File: src/rtl/mpb_pkg.sv
package mpb_pkg;

  localparam logic [7:0] ADDR_STATUS = 8'h00;
  localparam logic [7:0] ADDR_CMD    = 8'h01;
  localparam logic [7:0] ADDR_LIFE   = 8'h02;
  localparam logic [7:0] ADDR_ST_LO  = 8'h03;
  localparam logic [7:0] ADDR_ST_HI  = 8'h04;
  localparam logic [7:0] ADDR_MT     = 8'h05;
  localparam logic [7:0] ADDR_IP     = 8'h06;
  localparam logic [7:0] CFG_BASE    = 8'h08;
  localparam logic [7:0] CMD_SAMPLE  = 8'h00;

  localparam int POS_W = 32;

  typedef struct packed {
    logic [7:0]  mt;
    logic [15:0] st;
    logic [7:0]  ip;
  } pos_t;

  function automatic logic [7:0] status_byte(input logic busy, input logic valid);
    return {6'b0, valid, busy};
  endfunction

  function automatic logic [7:0] life_next(input logic [7:0] cur);
    return cur + 8'd1;
  endfunction

  function automatic logic [POS_W-1:0] pos_next(input logic [POS_W-1:0] cur,
                                                input logic [POS_W-1:0] step);
    return cur + step;
  endfunction

endpackage

File: src/rtl/mpb_sync.sv
module mpb_sync #(
  parameter int W = 1,
  parameter int STAGES = 2,
  parameter logic [W-1:0] INIT = '1
) (
  input  logic         clk,
  input  logic         rst_n,
  input  logic [W-1:0] d,
  output logic [W-1:0] q,
  output logic [W-1:0] q_prev
);

  logic [W-1:0] chain [STAGES];

  for (genvar s = 0; s < STAGES; s++) begin : g_stage
    if (s == 0) begin : g_first
      always_ff @(posedge clk or negedge rst_n) begin
        if (!rst_n) chain[s] <= INIT;
        else        chain[s] <= d;
      end
    end else begin : g_next
      always_ff @(posedge clk or negedge rst_n) begin
        if (!rst_n) chain[s] <= INIT;
        else        chain[s] <= chain[s-1];
      end
    end
  end

  assign q = chain[STAGES-1];

  always_ff @(posedge clk or negedge rst_n) begin
    if (!rst_n) q_prev <= INIT;
    else        q_prev <= q;
  end

endmodule

File: src/rtl/mpb_posctr.sv
module mpb_posctr
  import mpb_pkg::*;
#(
  parameter logic [POS_W-1:0] STEP = 32'h0001_0307
) (
  input  logic clk,
  input  logic rst_n,
  input  logic adv,
  output pos_t pos
);

  logic [POS_W-1:0] cnt_q;

  always_ff @(posedge clk or negedge rst_n) begin
    if (!rst_n)   cnt_q <= '0;
    else if (adv) cnt_q <= pos_next(cnt_q, STEP);
  end

  assign pos = pos_t'(cnt_q);

endmodule

File: src/rtl/mpb_snap.sv
module mpb_snap
  import mpb_pkg::*;
#(
  parameter int LIFE_W = 8
) (
  input  logic              clk,
  input  logic              rst_n,
  input  logic              req,
  input  pos_t              pos,
  output pos_t              snap,
  output logic              valid,
  output logic [LIFE_W-1:0] life
);

  logic [1:0] stg_q;

  always_ff @(posedge clk or negedge rst_n) begin
    if (!rst_n) begin
      stg_q <= '0;
      valid <= 1'b0;
      snap  <= '0;
      life  <= '0;
    end else begin
      stg_q <= {stg_q[0], req};
      if (req)           valid <= 1'b0;
      else if (stg_q[1]) valid <= 1'b1;
      if (stg_q[1])      snap  <= pos;
      if (req)           life  <= LIFE_W'(life_next(8'(life)));
    end
  end

  p_valid_drop_r9: assert property (@(posedge clk) disable iff (!rst_n)
    req |=> !valid);

  p_valid_rise_r9: assert property (@(posedge clk) disable iff (!rst_n)
    ($past(req, 2) && !$past(req) && !req) |=> valid);

  p_life_step_r8: assert property (@(posedge clk) disable iff (!rst_n)
    req |=> (life == LIFE_W'($past(life) + 1'b1)));

  p_life_hold_r8: assert property (@(posedge clk) disable iff (!rst_n)
    !req |=> $stable(life));

endmodule

File: src/rtl/mpb_regfile.sv
module mpb_regfile
  import mpb_pkg::*;
#(
  parameter int CFG_REGS = 8
) (
  input  logic                  clk,
  input  logic                  rst_n,
  input  logic                  we,
  input  logic [7:0]            addr,
  input  logic [7:0]            wdata,
  input  logic [7:0]            status,
  input  logic [7:0]            life,
  input  pos_t                  snap,
  output logic [7:0]            rdata,
  output logic [CFG_REGS*8-1:0] cfg_flat
);

  localparam int CFG_IW = $clog2(CFG_REGS);

  logic [7:0] cfg_r [CFG_REGS];
  logic       cfg_hit;

  assign cfg_hit = (addr[7:CFG_IW] == CFG_BASE[7:CFG_IW]);

  for (genvar i = 0; i < CFG_REGS; i++) begin : g_cfg
    always_ff @(posedge clk or negedge rst_n) begin
      if (!rst_n)
        cfg_r[i] <= '0;
      else if (we && cfg_hit && (addr[CFG_IW-1:0] == CFG_IW'(i)))
        cfg_r[i] <= wdata;
    end
    assign cfg_flat[i*8 +: 8] = cfg_r[i];
  end

  always_comb begin
    rdata = 8'h00;
    if (cfg_hit) begin
      rdata = cfg_r[addr[CFG_IW-1:0]];
    end else begin
      case (addr)
        ADDR_STATUS: rdata = status;
        ADDR_LIFE:   rdata = life;
        ADDR_ST_LO:  rdata = snap.st[7:0];
        ADDR_ST_HI:  rdata = snap.st[15:8];
        ADDR_MT:     rdata = snap.mt;
        ADDR_IP:     rdata = snap.ip;
        default:     rdata = 8'h00;
      endcase
    end
  end

endmodule

File: src/rtl/mpx_bus_slave.sv
module mpx_bus_slave
  import mpb_pkg::*;
#(
  parameter int SYNC_STAGES = 2,
  parameter int CFG_REGS = 8,
  parameter logic [POS_W-1:0] POS_STEP = 32'h0001_0307
) (
  input  logic       clk,
  input  logic       rst_n,
  input  logic       bus_sel_n,
  input  logic       rd_stb_n,
  input  logic       wr_stb_n,
  input  logic       snap_req_n,
  input  logic [7:0] data_in,
  output logic [7:0] data_out,
  output logic       data_oe,
  input  logic       cfg_busy,
  input  logic       pos_adv
);

  localparam int CTL_W = 4;

  logic [CTL_W-1:0] ctl_q, ctl_p;
  logic [7:0]       din_q, din_p;
  logic             cs_q, rd_q, rd_p, wr_q, wr_p, snp_q, snp_p;

  mpb_sync #(.W(CTL_W), .STAGES(SYNC_STAGES), .INIT('1)) u_ctl_sync (
    .clk(clk), .rst_n(rst_n),
    .d({bus_sel_n, rd_stb_n, wr_stb_n, snap_req_n}),
    .q(ctl_q), .q_prev(ctl_p)
  );

  mpb_sync #(.W(8), .STAGES(SYNC_STAGES), .INIT('0)) u_dat_sync (
    .clk(clk), .rst_n(rst_n), .d(data_in), .q(din_q), .q_prev(din_p)
  );

  assign cs_q  = ctl_q[3];
  assign rd_q  = ctl_q[2];
  assign rd_p  = ctl_p[2];
  assign wr_q  = ctl_q[1];
  assign wr_p  = ctl_p[1];
  assign snp_q = ctl_q[0];
  assign snp_p = ctl_p[0];

  // overlap tracker: set when both strobes low, cleared once both are high
  logic ill_q;
  always_ff @(posedge clk or negedge rst_n) begin
    if (!rst_n)              ill_q <= 1'b0;
    else if (!rd_q && !wr_q) ill_q <= 1'b1;
    else if (rd_q && wr_q)   ill_q <= 1'b0;
  end

  logic rd_evt, wr_evt;
  assign rd_evt = rd_q && !rd_p && wr_q && !cs_q && !ill_q;
  assign wr_evt = wr_q && !wr_p && rd_q && !cs_q && !ill_q;

  logic       expect_addr;
  logic [7:0] addr_q;
  always_ff @(posedge clk or negedge rst_n) begin
    if (!rst_n) begin
      expect_addr <= 1'b1;
      addr_q      <= '0;
    end else if (wr_evt) begin
      if (expect_addr) addr_q <= din_q;
      expect_addr <= !expect_addr;
    end else if (rd_evt) begin
      expect_addr <= 1'b1;
    end
  end

  logic reg_we, cmd_req, pin_req, req;
  assign reg_we  = wr_evt && !expect_addr;
  assign cmd_req = reg_we && (addr_q == ADDR_CMD) && (din_q == CMD_SAMPLE);
  assign pin_req = snp_p && !snp_q;
  assign req     = cmd_req || pin_req;

  pos_t       pos, snap;
  logic       valid;
  logic [7:0] life;

  mpb_posctr #(.STEP(POS_STEP)) u_pos (
    .clk(clk), .rst_n(rst_n), .adv(pos_adv), .pos(pos)
  );

  mpb_snap #(.LIFE_W(8)) u_snap (
    .clk(clk), .rst_n(rst_n), .req(req), .pos(pos),
    .snap(snap), .valid(valid), .life(life)
  );

  logic [7:0]            status, rdata;
  logic [CFG_REGS*8-1:0] cfg_flat;
  assign status = status_byte(cfg_busy, valid);

  mpb_regfile #(.CFG_REGS(CFG_REGS)) u_rf (
    .clk(clk), .rst_n(rst_n), .we(reg_we), .addr(addr_q), .wdata(din_q),
    .status(status), .life(life), .snap(snap),
    .rdata(rdata), .cfg_flat(cfg_flat)
  );

  assign data_out = cfg_busy ? status : rdata;
  assign data_oe  = !bus_sel_n && !rd_stb_n && wr_stb_n;

  p_addr_nowrite_r2: assert property (@(posedge clk) disable iff (!rst_n)
    (wr_evt && expect_addr) |=> $stable(cfg_flat));

  p_desel_hold_r11: assert property (@(posedge clk) disable iff (!rst_n)
    cs_q |=> $stable(expect_addr));

  p_overlap_hold_r10: assert property (@(posedge clk) disable iff (!rst_n)
    ill_q |=> ($stable(expect_addr) && $stable(addr_q) && $stable(cfg_flat)));

  p_cmd_other_r6: assert property (@(posedge clk) disable iff (!rst_n)
    (reg_we && addr_q == ADDR_CMD && din_q != CMD_SAMPLE && !pin_req) |=> $stable(life));

endmodule

File: config.mk
export PLATFORM = sky130hd
export DESIGN_NAME = mpx_bus_slave
export DESIGN_NICKNAME = d
export VERILOG_FILES = /design/src/rtl/mpb_pkg.sv /design/src/rtl/mpb_sync.sv /design/src/rtl/mpb_posctr.sv /design/src/rtl/mpb_snap.sv /design/src/rtl/mpb_regfile.sv /design/src/rtl/mpx_bus_slave.sv
export SDC_FILE = /design/constraint.sdc
export NUM_CORES = 1
export LEC_CHECK = 0
export ABC_AREA = 1
export BUFFER_PORTS_ARGS = -buffer_cell sky130_fd_sc_hd__buf_2
export CORE_ASPECT_RATIO = 1.2
export CORE_MARGIN = 3
export CORE_UTILIZATION = 35
export CTS_BUF_LIST = sky130_fd_sc_hd__clkbuf_4 sky130_fd_sc_hd__clkbuf_8 sky130_fd_sc_hd__clkbuf_16
export DETAILED_ROUTE_END_ITERATION = 8
export HOLD_SLACK_MARGIN = 0.02
export PLACE_DENSITY_LB_ADDON = 0.05
export SLEW_MARGIN = 20
export SYNTH_ARGS = -nofsm -noshare
export SYNTH_HDL_FRONTEND = slang
export SYNTH_SLANG_ARGS = --single-unit
File: constraint.sdc
create_clock -name clk -period 5.3 [get_ports clk]
set_clock_uncertainty 0.15 [all_clocks]
set_input_delay 0.795 -clock clk [delete_from_list [all_inputs] [get_ports clk]]
set_output_delay 0.795 -clock clk [all_outputs]
set_load 0.1 [all_outputs]
==> impl_metrics.yaml, run 1 <==
cts:
  post_cts_resized: 0
  hold_buffers: 0
  clk_latency_ns: 0.43
  clockBufferDepth: 2
  clock-sinks: 176
  cts_tree: "built"
  cts_root_buffer: "clkbuf_16"
  clk_pin_slew_ns: 0.07
  numCtsBuffers: 17
  htreeDepth: 4
  postCtsSetupBuffers: 0
drt:
  vias: 6217
  totalWireLength_um: 21600
  detail-route-antenna-nets: 0
  drt-initial-drc-count: 377
  routed_via_density: 4.66
  wl_per_cell_um: 16.2
  drcViolationCount: 0
  firstDrtPassIters: 5
finish:
  post-route-util_pct: 40.2
  layout.nets: 1029
  area_delta_synth_final_pct: 11.7
  layout.cells.non_filler: 1333
  antenna_cells: 0
  fillers: 2332
  drive_above_1_share_pct: 10.7
floorplan:
  floorplan.initialDensity_pct: 36.0
  boundaryPins: 25
  die_h_um: 174
  coreArea_sq_um: 22700
  num_rows: 60
  design.die.area_sq_um: 25300
  chipWidth_um: 146
hold_path:
  hold_start: "u_dat_sync.chain[15]"
  min_path_type: "register to register"
  holdPathStages: 0
  hold_end: "u_dat_sync.q[7]"
logic_synthesis:
  syn_area_sq_um: 8190
  synth_seq_cells: 176
  synth_nets: 1011
  yosys_warnings: 0
  yosysTopAreaCell: "dfrtp_1"
  synth_cells: 992
  yosysUniqueCellTypes: 35
  synth_top_area_share_pct: 50.1
  syn_area_per_cell_sq_um: 8.25
  synth-seq-area-share_pct: 54.0
  yosys-top-cells-area: "dfrtp_1 (50%), nand2_1 (13%), nor2_1 (5.8%)"
setup_path:
  startpoint_type: "register"
  crit_arrival_ns: 2.83
  r2r_cells: 8
  worstReg2RegStart: "addr_q[2]"
  rr_endpoint: "u_snap.life[2]"
  path_class: "register to primary output"
  critPathRequiredTime_ns: 4.36
  r2r_slack_ns: 2.99
  crit_fanout: 14
  worstSetupEndpointType: "primary output"
place:
  dp.cells: 1301
  dp_hpwl_um: 15300
  gp_congestion: 0.790
  numPortBuffers: 24
timing:
  period_share_pct: 71.1
  period_needed_ns: 3.77
  slew_viol_final: 0
  worst_pin_slew_ns: 0.913
  fmax_mhz: 265
  rsz0062_at_grt: "no"
  max_slew_margin_pct: 39.1
  hold_violations: 0
  setup_viol: 0
  setup-tns-final_ns: 0
global_routing:
  grt_max_degree: 114
  grt_pass1_vias: 6186
  overflow: 0
  track_usage_pct: 17.6
  antenna_found_initial: 0
  grt_pass1_wl_um: 35100
power_and_ir_drop:
  power.density_nw_per_um2: 451
  p_leak_nw: 4.47
  irDropWorstVdd_v: 0.000223
run:
  cap_violations: 0
outcome:
  outcome: "completed"
-- power breakdown --
| group | leakage (nW) | switching, mW | internal, mW |
|---|---|---|---|
| clock | 0.273 | 0.571 | 0.660 |
| sequential | 2.28 | 0.231 | 1.56 |
| combinational | 1.92 | 0.786 | 0.311 |
| total | 4.47 | 1.59 | 2.53 |
-- cell families after synthesis --
| group | share of synthesized area, % |
|---|---|
| AND/OR/NAND/NOR | 27.9 |
| flip-flops | 54.0 |
| AO/OA/AOI/OAI | 8.48 |
| buffers and inverters | 6.43 |
| XOR/XNOR | 2.57 |
| adder cells (fa/ha/maj) | 0.459 |
| multiplexers | 0.138 |
-- per-stage QoR --
| stage | setup WS, ns | total power, mW | cell area, sq um | hold slack, ns |
|---|---|---|---|---|
| final | 1.53 | 4.12 | 9150 | 0.196 |
| after global routing | 1.21 | 4.41 | 9150 | 0.198 |
| after CTS | 1.48 | 4.18 | 9150 | 0.195 |
| after detailed placement | 1.95 | 2.93 | 8580 | 0.186 |
| after global placement | 1.99 | 2.93 | 8580 | 0.182 |
| after floorplan | 1.35 | 2.58 | 8190 | 0.181 |
-- per-layer routing --
metal  wire, um  global-route usage, %  vias to the layer above
met5          0                      0                        -
met4        488                   5.82                        0
met3        560                   3.19                       29
met2      10800                   30.1                       91
met1       9770                   22.7                     2901
li1           -                      -                     3196
-- placed cells by master, fill, tap and decap left out, types with 5 or more instances in the layout --
| master | netlist | layout |
|---|---|---|
| nand2_1 | 281 | 281 |
| dfrtp_1 | 164 | 164 |
| nor2_1 | 126 | 126 |
| inv_1 | 86 | 86 |
| nand3_1 | 75 | 75 |
| o21ai_1 | 64 | 64 |
| o21ai_0 | 51 | 51 |
| buf_2 | 10 | 23 |
| xor2_1 | 20 | 20 |
| clkbuf_16 | 0 | 17 |
| nand4_1 | 15 | 15 |
| dfstp_2 | 12 | 12 |
| inv_2 | 9 | 9 |
| o21ai_2 | 8 | 8 |
| nand2_4 | 7 | 7 |
| nand3b_1 | 7 | 7 |
| a21oi_1 | 5 | 5 |
-- worst max-delay path, cell delays in order (launching register included) --
cell and delay (ns):
dfrtp_1 0.45, inv_2 0.11, nand2_1 0.32, nor2_1 0.54
nand3_1 0.14, o21ai_1 0.10, nor2_1 0.06, nand2_1 0.05
nor2_1 0.04, nor2_1 0.12, buf_2 0.45
-- area by class of cell --
type / instances / area [sq um] / share of cell area [%]
clock buffers: 18 / 433 / 4.73
clock inverters: 14 / 131 / 1.44
inverters: 100 / 379 / 4.14
multi-input cells: 689 / 3240 / 35.4
flip-flops and latches: 176 / 4420 / 48.3
well taps: 310 / 388 / 4.24
repair buffers: 26 / 156 / 1.71
-- synth_stat cells, drive strengths merged --
master,n
nor3,3
buf,17
dfstp,12
dfrtp,164
nor4,4
nor3b,1
clkinv,4
o21ai,123
nand3b,7
inv,96
nor2,131
o211ai,2
nand4,15
mux2,1
nand2,290
nand3,79
ha,3
xnor2,4
xor2,20
clkbuf,10
a21oi,6
-- how the worst max path moves through the flow --
stage                     slack, ns           to      start
after global placement         1.99  data_out[1]  addr_q[0]
final                          1.53  data_out[1]  addr_q[0]
after floorplan                1.35      data_oe   rd_stb_n
after detailed placement       1.95  data_out[1]  addr_q[0]
after CTS                      1.48  data_out[1]  addr_q[0]
after global routing           1.21  data_out[6]  addr_q[0]
-- sequential cells by signal (all words and copies together) (netlist names) --
name,count
u_snap.snap,32
u_ctl_sync.chain,4
addr_q,8
u_pos.pos,32
u_snap.life,8
u_dat_sync.q,8
u_snap.stg_q,2
expect_addr,1
ill_q,1
u_snap.valid,1
u_dat_sync.chain,8
u_ctl_sync.q,4
u_ctl_sync.q_prev,3
u_rf.cfg_flat,64
Power figures use the tool's default switching activity.
==> inputs of run 2 (changes only) <==
--- a/config.mk
+++ b/config.mk
@@ -5,7 +5,7 @@
 export SDC_FILE = /design/constraint.sdc
 export NUM_CORES = 1
 export LEC_CHECK = 0
-export ABC_AREA = 1
+export ABC_AREA = 0
 export BUFFER_PORTS_ARGS = -buffer_cell sky130_fd_sc_hd__buf_2
 export CORE_ASPECT_RATIO = 1.2
 export CORE_MARGIN = 3
==> constraint.sdc (replaced) <==
create_clock -name clk -period 3.4 [get_ports clk]
set_clock_uncertainty 0.15 [all_clocks]
set_input_delay 0.51 -clock clk [delete_from_list [all_inputs] [get_ports clk]]
set_output_delay 0.51 -clock clk [all_outputs]
set_load 0.1 [all_outputs]
==> run 2 against run 1 <==
Against the previous run: cell area fell by 1.8%; power rose by 55%; synthesized cell count fell by 44%; critical path depth fell by 4; core utilization rose by 2.2 points; register-to-register slack got worse by 2.1 ns; worst hold slack improved by 0.0035 ns; sequential cell count did not move.
==> impl_metrics.yaml, run 2 <==
setup_path:
  worstReg2RegStart: "addr_q[2]"
  critPathRequiredTime_ns: 2.74
  r2r_slack_ns: 0.94
  worstSetupEndpointType: "primary output"
  crit_slowest_cell: "dfrtp_2"
  r2r_cells: 5
  crit_arrival_ns: 2.52
  rr_endpoint: "u_rf.cfg_flat[41]"
  startpoint_type: "register"
  cp_cell_sequence: "buf_4 -> nor2b_2 -> a21oi_1 -> a211oi_1 -> o31a_1 -> buf_2"
  path_class: "register to primary output"
  crit_fanout: 15
  crit_path_max_incr_delay_ns: 0.54
outcome:
  outcome: "completed"
logic_synthesis:
  synthArstFlopShare_pct: 100
  yosys_warnings: 0
  synth_common_cells: "dfrtp_1 (164), mux2_2 (105), nor2_1 (30), nand2_1 (28), xnor2_1 (27)"
  syn_area_per_cell_sq_um: 13.8
  yosysUniqueCellTypes: 55
  synth-seq-area-share_pct: 57.8
  yosysTopAreaCell: "dfrtp_1"
  synth_seq_cells: 176
  yosysMostFrequentCell: "dfrtp_1"
  synth_top_area_share_pct: 53.6
  synth_cells: 554
  synth_nets: 573
  syn_area_sq_um: 7650
  yosys-top-cells-area: "dfrtp_1 (54%), mux2_2 (15%), mux4_2 (4.7%)"
  synth_edf_count: 0
  ys_dominant_reg_cell: "dfrtp_1"
drt:
  drcViolationCount: 0
  drt-initial-drc-count: 159
  vias: 4365
  wl_per_cell_um: 19.6
  firstDrtPassIters: 4
  detail-route-antenna-nets: 0
  totalWireLength_um: 17200
  routed_via_density: 4.97
finish:
  largest_reg_flops: 64
  drive_above_1_share_pct: 36.1
  antenna_cells: 0
  final_common_cell: "dfrtp_1"
  area_delta_synth_final_pct: 17.4
  mostFrequentLayoutCells: "dfrtp_1 (162), mux2_2 (105), nor2_1 (29)"
  post-route-util_pct: 42.4
  layout.nets: 615
global_routing:
  track_usage_pct: 15.4
  overflow: 0
  grt_max_degree: 76
  grt_pass1_vias: 4796
  antenna_found_initial: 0
  grt_pass1_wl_um: 27700
cts:
  clk_latency_ns: 0.43
  clk_pin_slew_ns: 0.07
  clock-sinks: 176
  numCtsBuffers: 17
  clockBufferDepth: 2
  htreeDepth: 4
  cts_root_buffer: "clkbuf_16"
  postCtsSetupBuffers: 0
  cts_tree: "built"
timing:
  period_needed_ns: 3.18
  worst_pin_slew_ns: 0.726
  period_share_pct: 93.5
  fmax_mhz: 314
  rsz0062_at_grt: "no"
  setup_viol: 0
  slew_viol_final: 0
  hold_violations: 0
  max_slew_margin_pct: 51.6
  setup-tns-final_ns: 0
floorplan:
  num_rows: 58
  die_h_um: 168
  design.die.area_sq_um: 23700
  floorplan.initialDensity_pct: 36.1
  boundaryPins: 25
  chipWidth_um: 141
  coreArea_sq_um: 21200
hold_path:
  hold_start: "u_dat_sync.chain[13]"
  hold_end: "u_dat_sync.q[5]"
  min_path_type: "register to register"
  holdPathStages: 0
place:
  numPortBuffers: 24
  gp_congestion: 0.773
  dp_hpwl_um: 11800
run:
  cap_violations: 0
power_and_ir_drop:
  irDropWorstVdd_v: 0.000350
  p_leak_nw: 4.02
  power.density_nw_per_um2: 711
run 2: per-layer routing:
layer | wire length (um) | track usage [%] | up-vias
met3 | 322 | 3.24 | 20
met5 | 0 | 0 | -
met1 | 7710 | 19.4 | 2227
met2 | 8820 | 26.4 | 42
met4 | 364 | 4.97 | 0
li1 | - | - | 2076
run 2: worst max-delay path: cells and delay by family (launching register included):
family / cells / cell delay [ns]
AO/OA/AOI/OAI: 3 / 0.53
AND/OR/NAND/NOR: 1 / 0.32
flip-flops: 1 / 0.54
buffers and inverters: 2 / 0.69
run 2: metrics by stage:
stage	instances	instance area (sq um)	setup WS [ns]	power, mW	hold slack, ns
after floorplan	554	7660	0.0179	3.89	0.0644
after global placement	834	8240	0.492	4.41	0.182
after detailed placement	834	8240	0.467	4.43	0.185
after CTS	879	8980	0.0433	6.49	0.202
after global routing	879	8980	0.0308	6.76	0.204
final	879	8980	0.219	6.39	0.200
run 2: worst max path at each step:
stage,from,to,cells after the start
4_1_cts,addr_q[1],data_out[0],7
3_3_place_gp,addr_q[0],data_out[1],6
6_report,addr_q[0],data_out[1],6
3_5_place_dp,addr_q[0],data_out[1],6
2_1_floorplan,rd_stb_n,data_oe,1
5_1_grt,addr_q[0],data_out[1],6
run 2: cell type report:
type | instances | area [sq um]
inverters | 8 | 30.0
clock buffers | 18 | 433
flip-flops and latches | 176 | 4420
fillers | 1975 | 12200
repair buffers | 52 | 499
well taps | 270 | 338
multi-input cells | 341 | 3090
clock inverters | 14 | 175
run 2: logic make-up (layout without fill, tap and decap cells):
group                    count (synthesis)  after routing  synth area share [%]
AND/OR/NAND/NOR                        119            119                  8.62
adder cells (fa/ha/maj)                  3              3                 0.491
flip-flops                             176            176                  57.8
XOR/XNOR                                38             38                  4.35
multiplexers                           141            141                  22.8
AO/OA/AOI/OAI                           40             40                  3.94
buffers and inverters                   37             92                  2.03
run 2: timing repair:
action / CTS / global route
hold endpoints to repair: 84 / 0
endpoints found under the setup margin: 1 / 2
hold buffers: 13 / 0
resized for setup: 1 / 1
run 2: power breakdown:
| part | leakage, nW | internal (mW) | switching (mW) |
|---|---|---|---|
| clock network | 0.291 | 1.12 | 0.893 |
| logic | 1.47 | 0.682 | 0.716 |
| registers | 2.26 | 2.49 | 0.490 |
| total | 4.02 | 4.29 | 2.10 |
==> inputs of run 3 (changes only) <==
--- a/config.mk
+++ b/config.mk
@@ -13,8 +13,8 @@
 export CTS_BUF_LIST = sky130_fd_sc_hd__clkbuf_4 sky130_fd_sc_hd__clkbuf_8 sky130_fd_sc_hd__clkbuf_16
 export DETAILED_ROUTE_END_ITERATION = 8
 export HOLD_SLACK_MARGIN = 0.02
-export PLACE_DENSITY_LB_ADDON = 0.05
 export SLEW_MARGIN = 20
 export SYNTH_ARGS = -nofsm -noshare
 export SYNTH_HDL_FRONTEND = slang
 export SYNTH_SLANG_ARGS = --single-unit
+export TNS_END_PERCENT = 50
==> run 3 against run 2 <==
Against the previous run: via count grew 2.1%; critical path depth shrank 1; setup slack improved by 0.017 ns; register-to-register slack got worse by 0.05 ns; sequential cell count stayed put.
==> impl_metrics.yaml, run 3 (same netlist as run 2, synthesis figures left out) <==
power_and_ir_drop:
  p_leak_nw: 4.00
  irDropWorstVdd_v: 0.000387
  power.density_nw_per_um2: 709
timing:
  fmax_mhz: 316
  setup_viol: 0
  holdWs_ns: 0.0439
  worst_pin_slew_ns: 0.801
  period_share_pct: 93.1
  max_slew_margin_pct: 46.4
  rsz0062_at_grt: "no"
  slew_viol_final: 0
  period_needed_ns: 3.16
  hold_violations: 0
  setup-tns-final_ns: 0
outcome:
  outcome: "completed"
cts:
  numCtsBuffers: 17
  cts_tree: "built"
  clock-sinks: 176
  clk_latency_ns: 0.43
  clockBufferDepth: 2
  cts_root_buffer: "clkbuf_16"
  postCtsSetupBuffers: 0
  htreeDepth: 4
  clk_pin_slew_ns: 0.07
setup_path:
  critPathRequiredTime_ns: 2.74
  cp.depth: 5
  path_class: "register to primary output"
  r2r_slack_ns: 0.89
  crit_fanout: 23
  crit_path_max_incr_delay_ns: 0.67
  r2r_cells: 4
  cp_cell_sequence: "nor2b_2 -> a21oi_1 -> a211oi_1 -> o31a_1 -> buf_2"
  worstReg2RegStart: "u_ctl_sync.q[2]"
  crit_arrival_ns: 2.50
  worstPathBufferInverterCount: 1
  crit_family: "flip-flops"
  worstSetupEndpointType: "primary output"
  startpoint_type: "register"
  crit_slowest_cell: "dfrtp_4"
  crit_path_start: "addr_q[0]"
global_routing:
  track_usage_pct: 14.1
  antenna_found_initial: 0
  overflow: 0
  grt_pass1_vias: 4804
  grt_pass1_wl_um: 26100
  grt_max_degree: 87
floorplan:
  coreArea_sq_um: 21200
  num_rows: 58
  design.die.area_sq_um: 23700
  chipWidth_um: 141
  floorplan.initialDensity_pct: 36.1
  die_h_um: 168
  boundaryPins: 25
place:
  numPortBuffers: 24
  gp_congestion: 0.775
  dp_hpwl_um: 10900
finish:
  layout.nets: 609
  largest_reg_flops: 64
  drive_above_1_share_pct: 35.7
  final_common_cell: "dfrtp_1"
  seq_area_sq_um: 4420
  mostFrequentLayoutCells: "dfrtp_1 (162), mux2_2 (105), nor2_1 (30)"
  post-route-util_pct: 42.1
  antenna_cells: 0
  multi_input_comb_area_sq_um: 3080
  area_delta_synth_final_pct: 16.6
  fillers: 1954
hold_path:
  hold_start: "wr_stb_n"
  min_path_type: "primary input to register"
  holdPathStages: 1
drt:
  detail-route-antenna-nets: 0
  wl_per_cell_um: 17.9
  drcViolationCount: 0
  routed_via_density: 5.11
  drt-initial-drc-count: 233
  firstDrtPassIters: 4
  vias: 4457
  totalWireLength_um: 15600
run:
  cap_violations: 0
run 3: layout make-up:
| class | instances | area share (%) |
|---|---|---|
| clock buffer | 18 | 4.92 |
| clock inverter | 14 | 1.96 |
| inverter | 8 | 0.337 |
| multi-input combinational | 341 | 34.5 |
| sequential | 176 | 49.6 |
| tap | 270 | 3.79 |
| timing repair buffer | 46 | 4.87 |
run 3: power breakdown:
part | internal (mW) | switching (mW) | total, mW | leakage [nW]
logic | 0.665 | 0.675 | 1.34 | 1.44
registers | 2.49 | 0.487 | 2.98 | 2.26
clock network | 1.13 | 0.873 | 2.01 | 0.300
total | 4.29 | 2.04 | 6.32 | 4.00
run 3: per-layer routing:
| layer | up-vias | part of all wire, % | track usage [%] |
|---|---|---|---|
| li1 | 2067 | - | - |
| met1 | 2298 | 43 | 17.6 |
| met2 | 66 | 52 | 24.2 |
| met3 | 26 | 2.7 | 3.04 |
| met4 | 0 | 2.1 | 4.72 |
| met5 | - | 0 | 0 |
run 3: final timing paths:
path | endpoint
worst max-delay path | data_out[1]
worst max register to register | u_rf.cfg_flat[9]
worst min-delay path | u_ctl_sync.chain[5]
min in group asynchronous | u_pos.pos[10]
worst min register to register | u_dat_sync.q[7]
max in group asynchronous | addr_q[0]
run 3: per-stage QoR:
stage	cell area [sq um]	setup slack (ns)	instances	total power, mW
after floorplan	7650	-0.123	554	3.89
after global placement	8200	0.464	831	4.30
after detailed placement	8200	0.437	831	4.35
after CTS	8920	0.0927	873	6.40
after global routing	8920	0.0569	873	6.67
final	8920	0.236	873	6.32
run 3: timing repair:
action | 4_1_cts | 5_1_grt
resized for setup | 1 | 2
hold buffers | 10 | 0
endpoints found under the setup margin | 1 | 1
endpoints found under the hold margin | 10 | 0
gates cloned | 0 | 0
